File: config.mk
export PLATFORM = sky130hd
export DESIGN_NAME = hilo_clk_div
export DESIGN_NICKNAME = d
export VERILOG_FILES = /design/src/rtl/hilo_div_pkg.sv /design/src/rtl/hilo_div_ctrl.sv /design/src/rtl/hilo_div_dp.sv /design/src/rtl/hilo_clk_div.sv
export SDC_FILE = /design/constraint.sdc
export NUM_CORES = 1
export LEC_CHECK = 0
export CAP_MARGIN = 15
export CORE_UTILIZATION = 51
export DETAILED_ROUTE_END_ITERATION = 7
export PLACE_DENSITY_LB_ADDON = 0.2
export SLEW_MARGIN = 40
export SYNTH_ARGS = -nofsm -noshare
export SYNTH_HDL_FRONTEND = slang
export SYNTH_HIERARCHICAL = 1
export SYNTH_SLANG_ARGS = --single-unit
File: constraint.sdc
create_clock -name clk -period 4.6 [get_ports clk]
set_clock_uncertainty 0.2 [all_clocks]
set_input_delay 0.69 -clock clk [delete_from_list [all_inputs] [get_ports clk]]
set_output_delay 0.69 -clock clk [all_outputs]
set_load 0.005 [all_outputs]
File: src/rtl/hilo_div_pkg.sv
package hilo_div_pkg;

  localparam int FIELD_W = 6;
  localparam int WORD_W  = 2 * FIELD_W + 3;

  // Decoded setting held by the datapath
  typedef struct packed {
    logic               bypass;
    logic [FIELD_W-1:0] highLen;
    logic [FIELD_W-1:0] lowLen;
  } divCfg_t;

  // Strobes from control to datapath
  typedef struct packed {
    logic commit;    // install pending setting now
    logic toBypass;  // the installed setting is pass-through
  } ctrlStb_t;

endpackage

File: src/rtl/hilo_div_ctrl.sv
module hilo_div_ctrl
  import hilo_div_pkg::*;
#(
  parameter int FW = FIELD_W,
  localparam int WW = 2 * FW + 3
) (
  input  logic          clk,
  input  logic          rstN,
  input  logic [WW-1:0] cfgWord,
  input  logic          applyStb,
  input  logic          periodEnd,
  output ctrlStb_t      stb,
  output divCfg_t       pendCfg,
  output logic          cfgErr
);

  localparam int HOLD_BIT = 2 * FW + 2;
  localparam int BYP_BIT  = 2 * FW + 1;

  logic          pendValid;
  logic [FW-1:0] wordHigh;
  logic [FW-1:0] wordLow;
  logic          wordByp;
  logic          wordHold;
  logic          wordEmpty;
  logic          accept;
  logic          reject;

  assign wordLow   = cfgWord[FW-1:0];
  assign wordHigh  = cfgWord[2*FW-1:FW];
  assign wordByp   = cfgWord[BYP_BIT];
  assign wordHold  = cfgWord[HOLD_BIT];
  assign wordEmpty = (wordHigh == '0) && (wordLow == '0);
  assign accept    = applyStb && !wordHold && (wordByp || !wordEmpty);
  assign reject    = applyStb && !wordHold && !wordByp && wordEmpty;

  always_comb begin
    stb.commit   = pendValid && periodEnd;
    stb.toBypass = pendValid && periodEnd && pendCfg.bypass;
  end

  always_ff @(posedge clk or negedge rstN) begin
    if (!rstN) begin
      pendValid <= 1'b0;
      pendCfg   <= '{bypass: 1'b1, highLen: '0, lowLen: '0};
    end else if (accept) begin
      pendValid <= 1'b1;
      pendCfg   <= '{bypass: wordByp, highLen: wordHigh, lowLen: wordLow};
    end else if (stb.commit) begin
      pendValid <= 1'b0;
    end
  end

  always_ff @(posedge clk or negedge rstN) begin
    if (!rstN)       cfgErr <= 1'b0;
    else if (reject) cfgErr <= 1'b1;
  end

endmodule

File: src/rtl/hilo_div_dp.sv
module hilo_div_dp
  import hilo_div_pkg::*;
#(
  parameter int FW = FIELD_W,
  localparam int PW = FW + 1
) (
  input  logic     clk,
  input  logic     rstN,
  input  ctrlStb_t stb,
  input  divCfg_t  pendCfg,
  output divCfg_t  actCfg,
  output logic     periodEnd,
  output logic     divLevel,
  output logic     riseReg
);

  logic [PW-1:0] pos;
  logic [PW-1:0] ratio;
  logic [PW-1:0] nextPos;
  logic [FW-1:0] nextHigh;
  logic          nextByp;
  logic          nextLevel;
  logic          nextRise;

  assign ratio     = {1'b0, actCfg.highLen} + {1'b0, actCfg.lowLen};
  assign periodEnd = actCfg.bypass || (pos == ratio - 1'b1);

  always_comb begin
    if (stb.commit) begin
      nextPos  = '0;
      nextByp  = stb.toBypass;
      nextHigh = pendCfg.highLen;
    end else begin
      nextPos  = periodEnd ? '0 : pos + 1'b1;
      nextByp  = actCfg.bypass;
      nextHigh = actCfg.highLen;
    end
    nextLevel = !nextByp && (nextPos < {1'b0, nextHigh});
    // in pass-through the level before each edge is low
    nextRise  = nextLevel && (actCfg.bypass || !divLevel);
  end

  always_ff @(posedge clk or negedge rstN) begin
    if (!rstN) begin
      actCfg   <= '{bypass: 1'b1, highLen: '0, lowLen: '0};
      pos      <= '0;
      divLevel <= 1'b0;
      riseReg  <= 1'b0;
    end else begin
      if (stb.commit) actCfg <= pendCfg;
      pos      <= nextPos;
      divLevel <= nextLevel;
      riseReg  <= nextRise;
    end
  end

endmodule

File: src/rtl/hilo_clk_div.sv
module hilo_clk_div
  import hilo_div_pkg::*;
#(
  parameter int FIELD_W_P = FIELD_W,
  localparam int WW = 2 * FIELD_W_P + 3
) (
  input  logic          clk,
  input  logic          rstN,
  input  logic [WW-1:0] cfgWord,
  input  logic          applyStb,
  output logic          divClk,
  output logic          riseStb,
  output logic          cfgErr
);

  ctrlStb_t stb;
  divCfg_t  pendCfg;
  divCfg_t  actCfg;
  logic     periodEnd;
  logic     divLevel;
  logic     riseReg;
  logic     activeByp;

  hilo_div_ctrl #(.FW(FIELD_W_P)) i_ctrl (
    .clk       (clk),
    .rstN      (rstN),
    .cfgWord   (cfgWord),
    .applyStb  (applyStb),
    .periodEnd (periodEnd),
    .stb       (stb),
    .pendCfg   (pendCfg),
    .cfgErr    (cfgErr)
  );

  hilo_div_dp #(.FW(FIELD_W_P)) i_dp (
    .clk       (clk),
    .rstN      (rstN),
    .stb       (stb),
    .pendCfg   (pendCfg),
    .actCfg    (actCfg),
    .periodEnd (periodEnd),
    .divLevel  (divLevel),
    .riseReg   (riseReg)
  );

  assign activeByp = actCfg.bypass;
  assign divClk    = activeByp ? clk : divLevel;
  assign riseStb   = activeByp || riseReg;

endmodule

# After elaboration in Yosys (flattened, before gate mapping)

Cells that the tools add are included.

$add $sub $neg: 3
Magnitude comparators: 1
Equal/unequal tests: 1
Muxes and demuxes: 7
Reduce and logical (&&, ||, !) cells: 21

Operators by type and width:

| operator              | count |
|---|---|
| $mux W7               | 2 |
| $logic_not A6 Y1      | 2 |
| $logic_and A1 B1 Y1   | 9 |
| $add A6 B6 Y7         | 1 |
| $add A7 B1 Y7 const B | 1 |
| $eq A7 B7 Y1          | 1 |
| $lt A7 B6 Y1          | 1 |
| $sub A7 B1 Y7 const B | 1 |
| $mux W6               | 1 |
| $logic_not A1 Y1      | 5 |
| $logic_or A1 B1 Y1    | 4 |
| $mux W1               | 4 |
| $reduce_bool A2 Y1    | 1 |

Register bits: 37
Input port bits: 18
Output and inout bits: 3
Logic and storage cells: 44

# Logic depth before layout (Yosys ltp)

Gate-level depths: netlist (run 1).

Depth after elaboration: 10
Gate-level depth with buffers: 23
Mapped depth without buffers: 21

# Hierarchy

The synthesis (run 1) kept the hierarchy.

By module, submodules not included:

| module        | instances | cells each | area each (um^2) | sequential area each (um^2) |
|---|---|---|---|---|
| hilo_div_dp   | 1         | 162        | 1,497.7          | 551.8 |
| hilo_div_ctrl | 1         | 43         | 621.8            | 376.6 |
| hilo_clk_div  | 1         | 2          | 21.3             | 0.0 |

==> results list, run 1 <==
- Of the total synthesized cell area, the portion taken by full adders, half adders and majority gates is 10.9%.
* Die Ht: 66.8 um
- Share of synthesized area spent on multiplexers: 3.27%
* Register bit count reported by yosys: 37
* Avg Inst Size Synth: 10.3 um^2
- Maximum VDD drop: 0.305 mV
* Setup slack at placement: 0.123 ns
- The synthesized netlist devotes 6.08% of its cell area to XOR and XNOR gates.
* Post-route cell area: 0.00260 mm^2
- For this configuration, the core starts out at a cell density of 53.1%.
- For this run the aggregate overflow at the end of global routing stands at 0.
- Number of remaining DRC errors: 0
* Number of cells produced by synthesis: 207
- Critical path peak fanout: 7
* Critical path data arrival time: 4.50 ns
- Worst min path class: in2async
- Number of vias in the routed layout: 1481
- In this run the count of I/O pins placed on the die edge is 21.
- During synthesis, Yosys emitted a total of 6 warnings.
- Core Area: 0.00403 mm^2
- Once placement finished, the instance area stood at 0.00238 mm^2.
- Most frequent cells in the layout: sky130_fd_sc_hd__dfrtp_1, sky130_fd_sc_hd__inv_1, sky130_fd_sc_hd__clkdlybuf4s50_1, sky130_fd_sc_hd__nand2_1, sky130_fd_sc_hd__ha_1
- Post-synthesis instance area: 0.00214 mm^2
- Dominant combinational cell family by area after synthesis: compound AO/OA/AOI/OAI gates
- Result of the run: finished, final reports clean
* Pin count of the biggest net entering global routing: 38
- End of the worst register-to-register path: i_dp/riseReg
- In this run the horizontal extent of the chip is 66.8 um.
* Total Nets Final: 271
- Timing would allow up to 0.226 GHz.
- At the pin with the least slew margin, the transition time is 0.795 ns.
- Final hold violation count: 0
- The first routing iteration left 73 violations.
- The critical path in this run is classified as reg2reg.
- 0 antenna diodes ended up in the layout.
* Relative slew slack: 46.8%
- The filler cells instantiated in the layout total 330.
- Global-route usage over all layers: 20.6%
* IO buf count: 19
- Via count of the first global-routing pass: 1388
- Most common cell after layout, fill and taps aside: sky130_fd_sc_hd__dfrtp_1
- Relative area change from synthesis to final layout: 21.5%
- Dividing the detail-routed via count by the number of cells gives 5.18.
* EDFF count, synth: 0
- First-pass iteration count of the detailed router: 4
- The die covers 0.00446 mm^2.
- Drt wl/cell: 14.0 um
- For this run, asynchronously set or reset flops after synthesis account for 100%.
* Worst-case reg-to-reg path depth: 20
- Clock-pin transition on the worst setup and hold timing paths: 0.07 ns
- Clock latency on the worst-skew pair, taken at its later pin, is 0.40 ns.
- Number of max-cap violations: 0
* Endpoint kind of the worst setup timing path: flip-flop
* Unique masters post-synth: 45
- Row cnt: 23
- For the finished layout, the period the worst path requires is 4.42 ns.
* Ratio of cells with drive above 1 in the final layout: 17.8%
- Quantity of hold-fixing buffers added after cts: 0
* Final period util: 96.1%
- Flip-flop cell with the highest count after synthesis: sky130_fd_sc_hd__dfrtp_1
- The design draws 0.000751 W.
- Final worst slack: 0.180 ns
* Worst endpoint required time: 4.68 ns
- Setup slack, reg-to-reg: 0.18 ns
* Kind of start point of the critical path: flip-flop
- Number of nets in the synthesized netlist: 243
* Detailed Route WL: 4010 um
- Sequential element share of the synthesized area: 43.4%
* Weighted congestion at the end of routability-driven global placement: 0.749
- Compound-gate portion of the synthesized area: 15.7%
* CTS tree: done
- Power per standard cell area: 289 mW/mm^2
* Total leakage power: 1.18 nW
- Summed over all nets, the half-perimeter wirelength after detailed placement is 2890 um.
- The number of antenna violations at the first check in global routing came to 0.
* Post-DRT Antenna Nets: 0
* Wire length of the first global-routing pass: 6330 um
* Simple logic cell fraction of the synthesized area: 13.7%
- Slew Limit Fails: 0
- # setup viols final: 0
* Worst reg2reg path startpoint: i_dp/actCfg[1]
worst max-delay path, stage by stage (launching register included):
cell and delay, ns:
sky130_fd_sc_hd__dfrtp_1 0.36, sky130_fd_sc_hd__inv_1 0.08, sky130_fd_sc_hd__ha_1 0.24, sky130_fd_sc_hd__inv_1 0.07, sky130_fd_sc_hd__ha_2 0.20, sky130_fd_sc_hd__inv_1 0.06
sky130_fd_sc_hd__fa_1 0.44, sky130_fd_sc_hd__nor2b_4 0.13, sky130_fd_sc_hd__a221oi_2 0.07, sky130_fd_sc_hd__xnor2_1 0.27, sky130_fd_sc_hd__a211oi_4 0.07, sky130_fd_sc_hd__or2_4 0.27
sky130_fd_sc_hd__and2_4 0.15, sky130_fd_sc_hd__or2_2 0.35, sky130_fd_sc_hd__nor3_1 0.31, sky130_fd_sc_hd__ha_1 0.20, sky130_fd_sc_hd__o21ai_0 0.11, sky130_fd_sc_hd__a21oi_2 0.19
sky130_fd_sc_hd__nand2b_1 0.07, sky130_fd_sc_hd__a21o_1 0.18, sky130_fd_sc_hd__o311a_1 0.29
registers in the layout (all words and copies together), names as in the netlist:
signal            cells
i_dp/riseReg          1
i_ctrl/pendValid      1
i_dp/pos              7
i_dp/actCfg          13
i_ctrl/cfgErr         1
i_ctrl/pendCfg       13
i_dp/divLevel         1
timing repair:
item / 4_1_cts / 5_1_grt
gates resized for setup: 0 / 9
setup buffers: 0 / 1
setup endpoints to repair: 0 / 2
final cells by class:
type | count | area (um^2) | share of cell area (%)
Clock buffer | 10 | 134 | 5.15
Clock inverter | 2 | 37.5 | 1.44
Inverter | 32 | 120 | 4.62
Multi-Input combinational cell | 132 | 1100 | 42.4
Sequential cell | 37 | 928 | 35.7
Tap cell | 50 | 62.6 | 2.41
Timing Repair Buffer | 23 | 216 | 8.32
power by group:
group | switching, W | internal (W) | leakage, nW
sequential | 0.00000919 | 0.000341 | 0.468
combinational | 0.0000177 | 0.0000242 | 0.621
clock | 0.000127 | 0.000232 | 0.0887
total | 0.000154 | 0.000597 | 1.18
stage by stage:
| step | instances | util, % | setup TNS (ns) | hold slack (ns) |
|---|---|---|---|---|
| after floorplan | 207 | - | 0 | 0.194 |
| after global placement | 273 | 59.1 | 0 | 0.258 |
| after detailed placement | 273 | 59.1 | 0 | 0.257 |
| after CTS | 284 | 63.1 | 0 | 0.0838 |
| after global routing | 286 | 64.6 | -0.132 | 0.108 |
| final | 286 | 64.6 | 0 | 0.0750 |
how the worst max path moves through the flow:
stage | startpoint | endpoint | slack, ns | depth (start not counted)
floorplan | i_dp/actCfg[1] | i_dp/riseReg | 0.17 | 23
global placement | i_dp/actCfg[1] | i_dp/riseReg | 0.16 | 19
detailed placement | i_dp/actCfg[1] | i_dp/riseReg | 0.12 | 19
CTS | i_dp/actCfg[1] | i_dp/riseReg | 0.08 | 19
global route | i_dp/actCfg[1] | i_dp/divLevel | -0.07 | 22
finish | i_dp/actCfg[1] | i_dp/riseReg | 0.18 | 20
per-layer routing:
metal | up-vias | wire, um | share of wire (%) | track usage (%)
li1 | 755 | - | - | -
met2 | 21 | 1830 | 46 | 28.8
met1 | 698 | 1980 | 49 | 26.6
met5 | - | 0 | 0 | 0
met3 | 7 | 125 | 3.1 | 7.36
met4 | 0 | 78 | 1.9 | 13.3
synth_stat cells, types with 2 or more instances:
| master | n | area, um^2 |
|---|---|---|
| sky130_fd_sc_hd__o21a_1 | 3 | 22.5 |
| sky130_fd_sc_hd__a21o_1 | 2 | 15.0 |
| sky130_fd_sc_hd__a211oi_4 | 2 | 40.0 |
| sky130_fd_sc_hd__nand2b_1 | 3 | 18.8 |
| sky130_fd_sc_hd__nand3_1 | 5 | 25.0 |
| sky130_fd_sc_hd__inv_1 | 32 | 120 |
| sky130_fd_sc_hd__or2_2 | 3 | 18.8 |
| sky130_fd_sc_hd__xor2_1 | 6 | 52.6 |
| sky130_fd_sc_hd__o21ai_0 | 11 | 55.1 |
| sky130_fd_sc_hd__nor3_1 | 7 | 35.0 |
| sky130_fd_sc_hd__clkbuf_1 | 4 | 15.0 |
| sky130_fd_sc_hd__xnor2_1 | 7 | 61.3 |
| sky130_fd_sc_hd__nand2_1 | 17 | 63.8 |
| sky130_fd_sc_hd__a22o_1 | 9 | 78.8 |
| sky130_fd_sc_hd__a21oi_1 | 4 | 20.0 |
| sky130_fd_sc_hd__or4_4 | 2 | 22.5 |
| sky130_fd_sc_hd__mux2_1 | 4 | 45.0 |
| sky130_fd_sc_hd__dfstp_2 | 2 | 52.6 |
| sky130_fd_sc_hd__nor2_1 | 8 | 30.0 |
| sky130_fd_sc_hd__ha_1 | 17 | 213 |
| sky130_fd_sc_hd__dfrtp_1 | 35 | 876 |
cells by family after synthesis:
group / count (synthesis)
simple gates: 54
compound gates: 40
buf+inv: 38
flops: 37
fa+ha+maj: 18
xor+xnor: 14
mux: 6
Note: power is estimated with default switching activity, not from simulation.
==> inputs of run 2 (changes only) <==
ABC_CLOCK_PERIOD_IN_PS = 4600   (was unset)
==> results of run 2 <==
No change in the layout: final DEF, timing and power equal those of run 1.
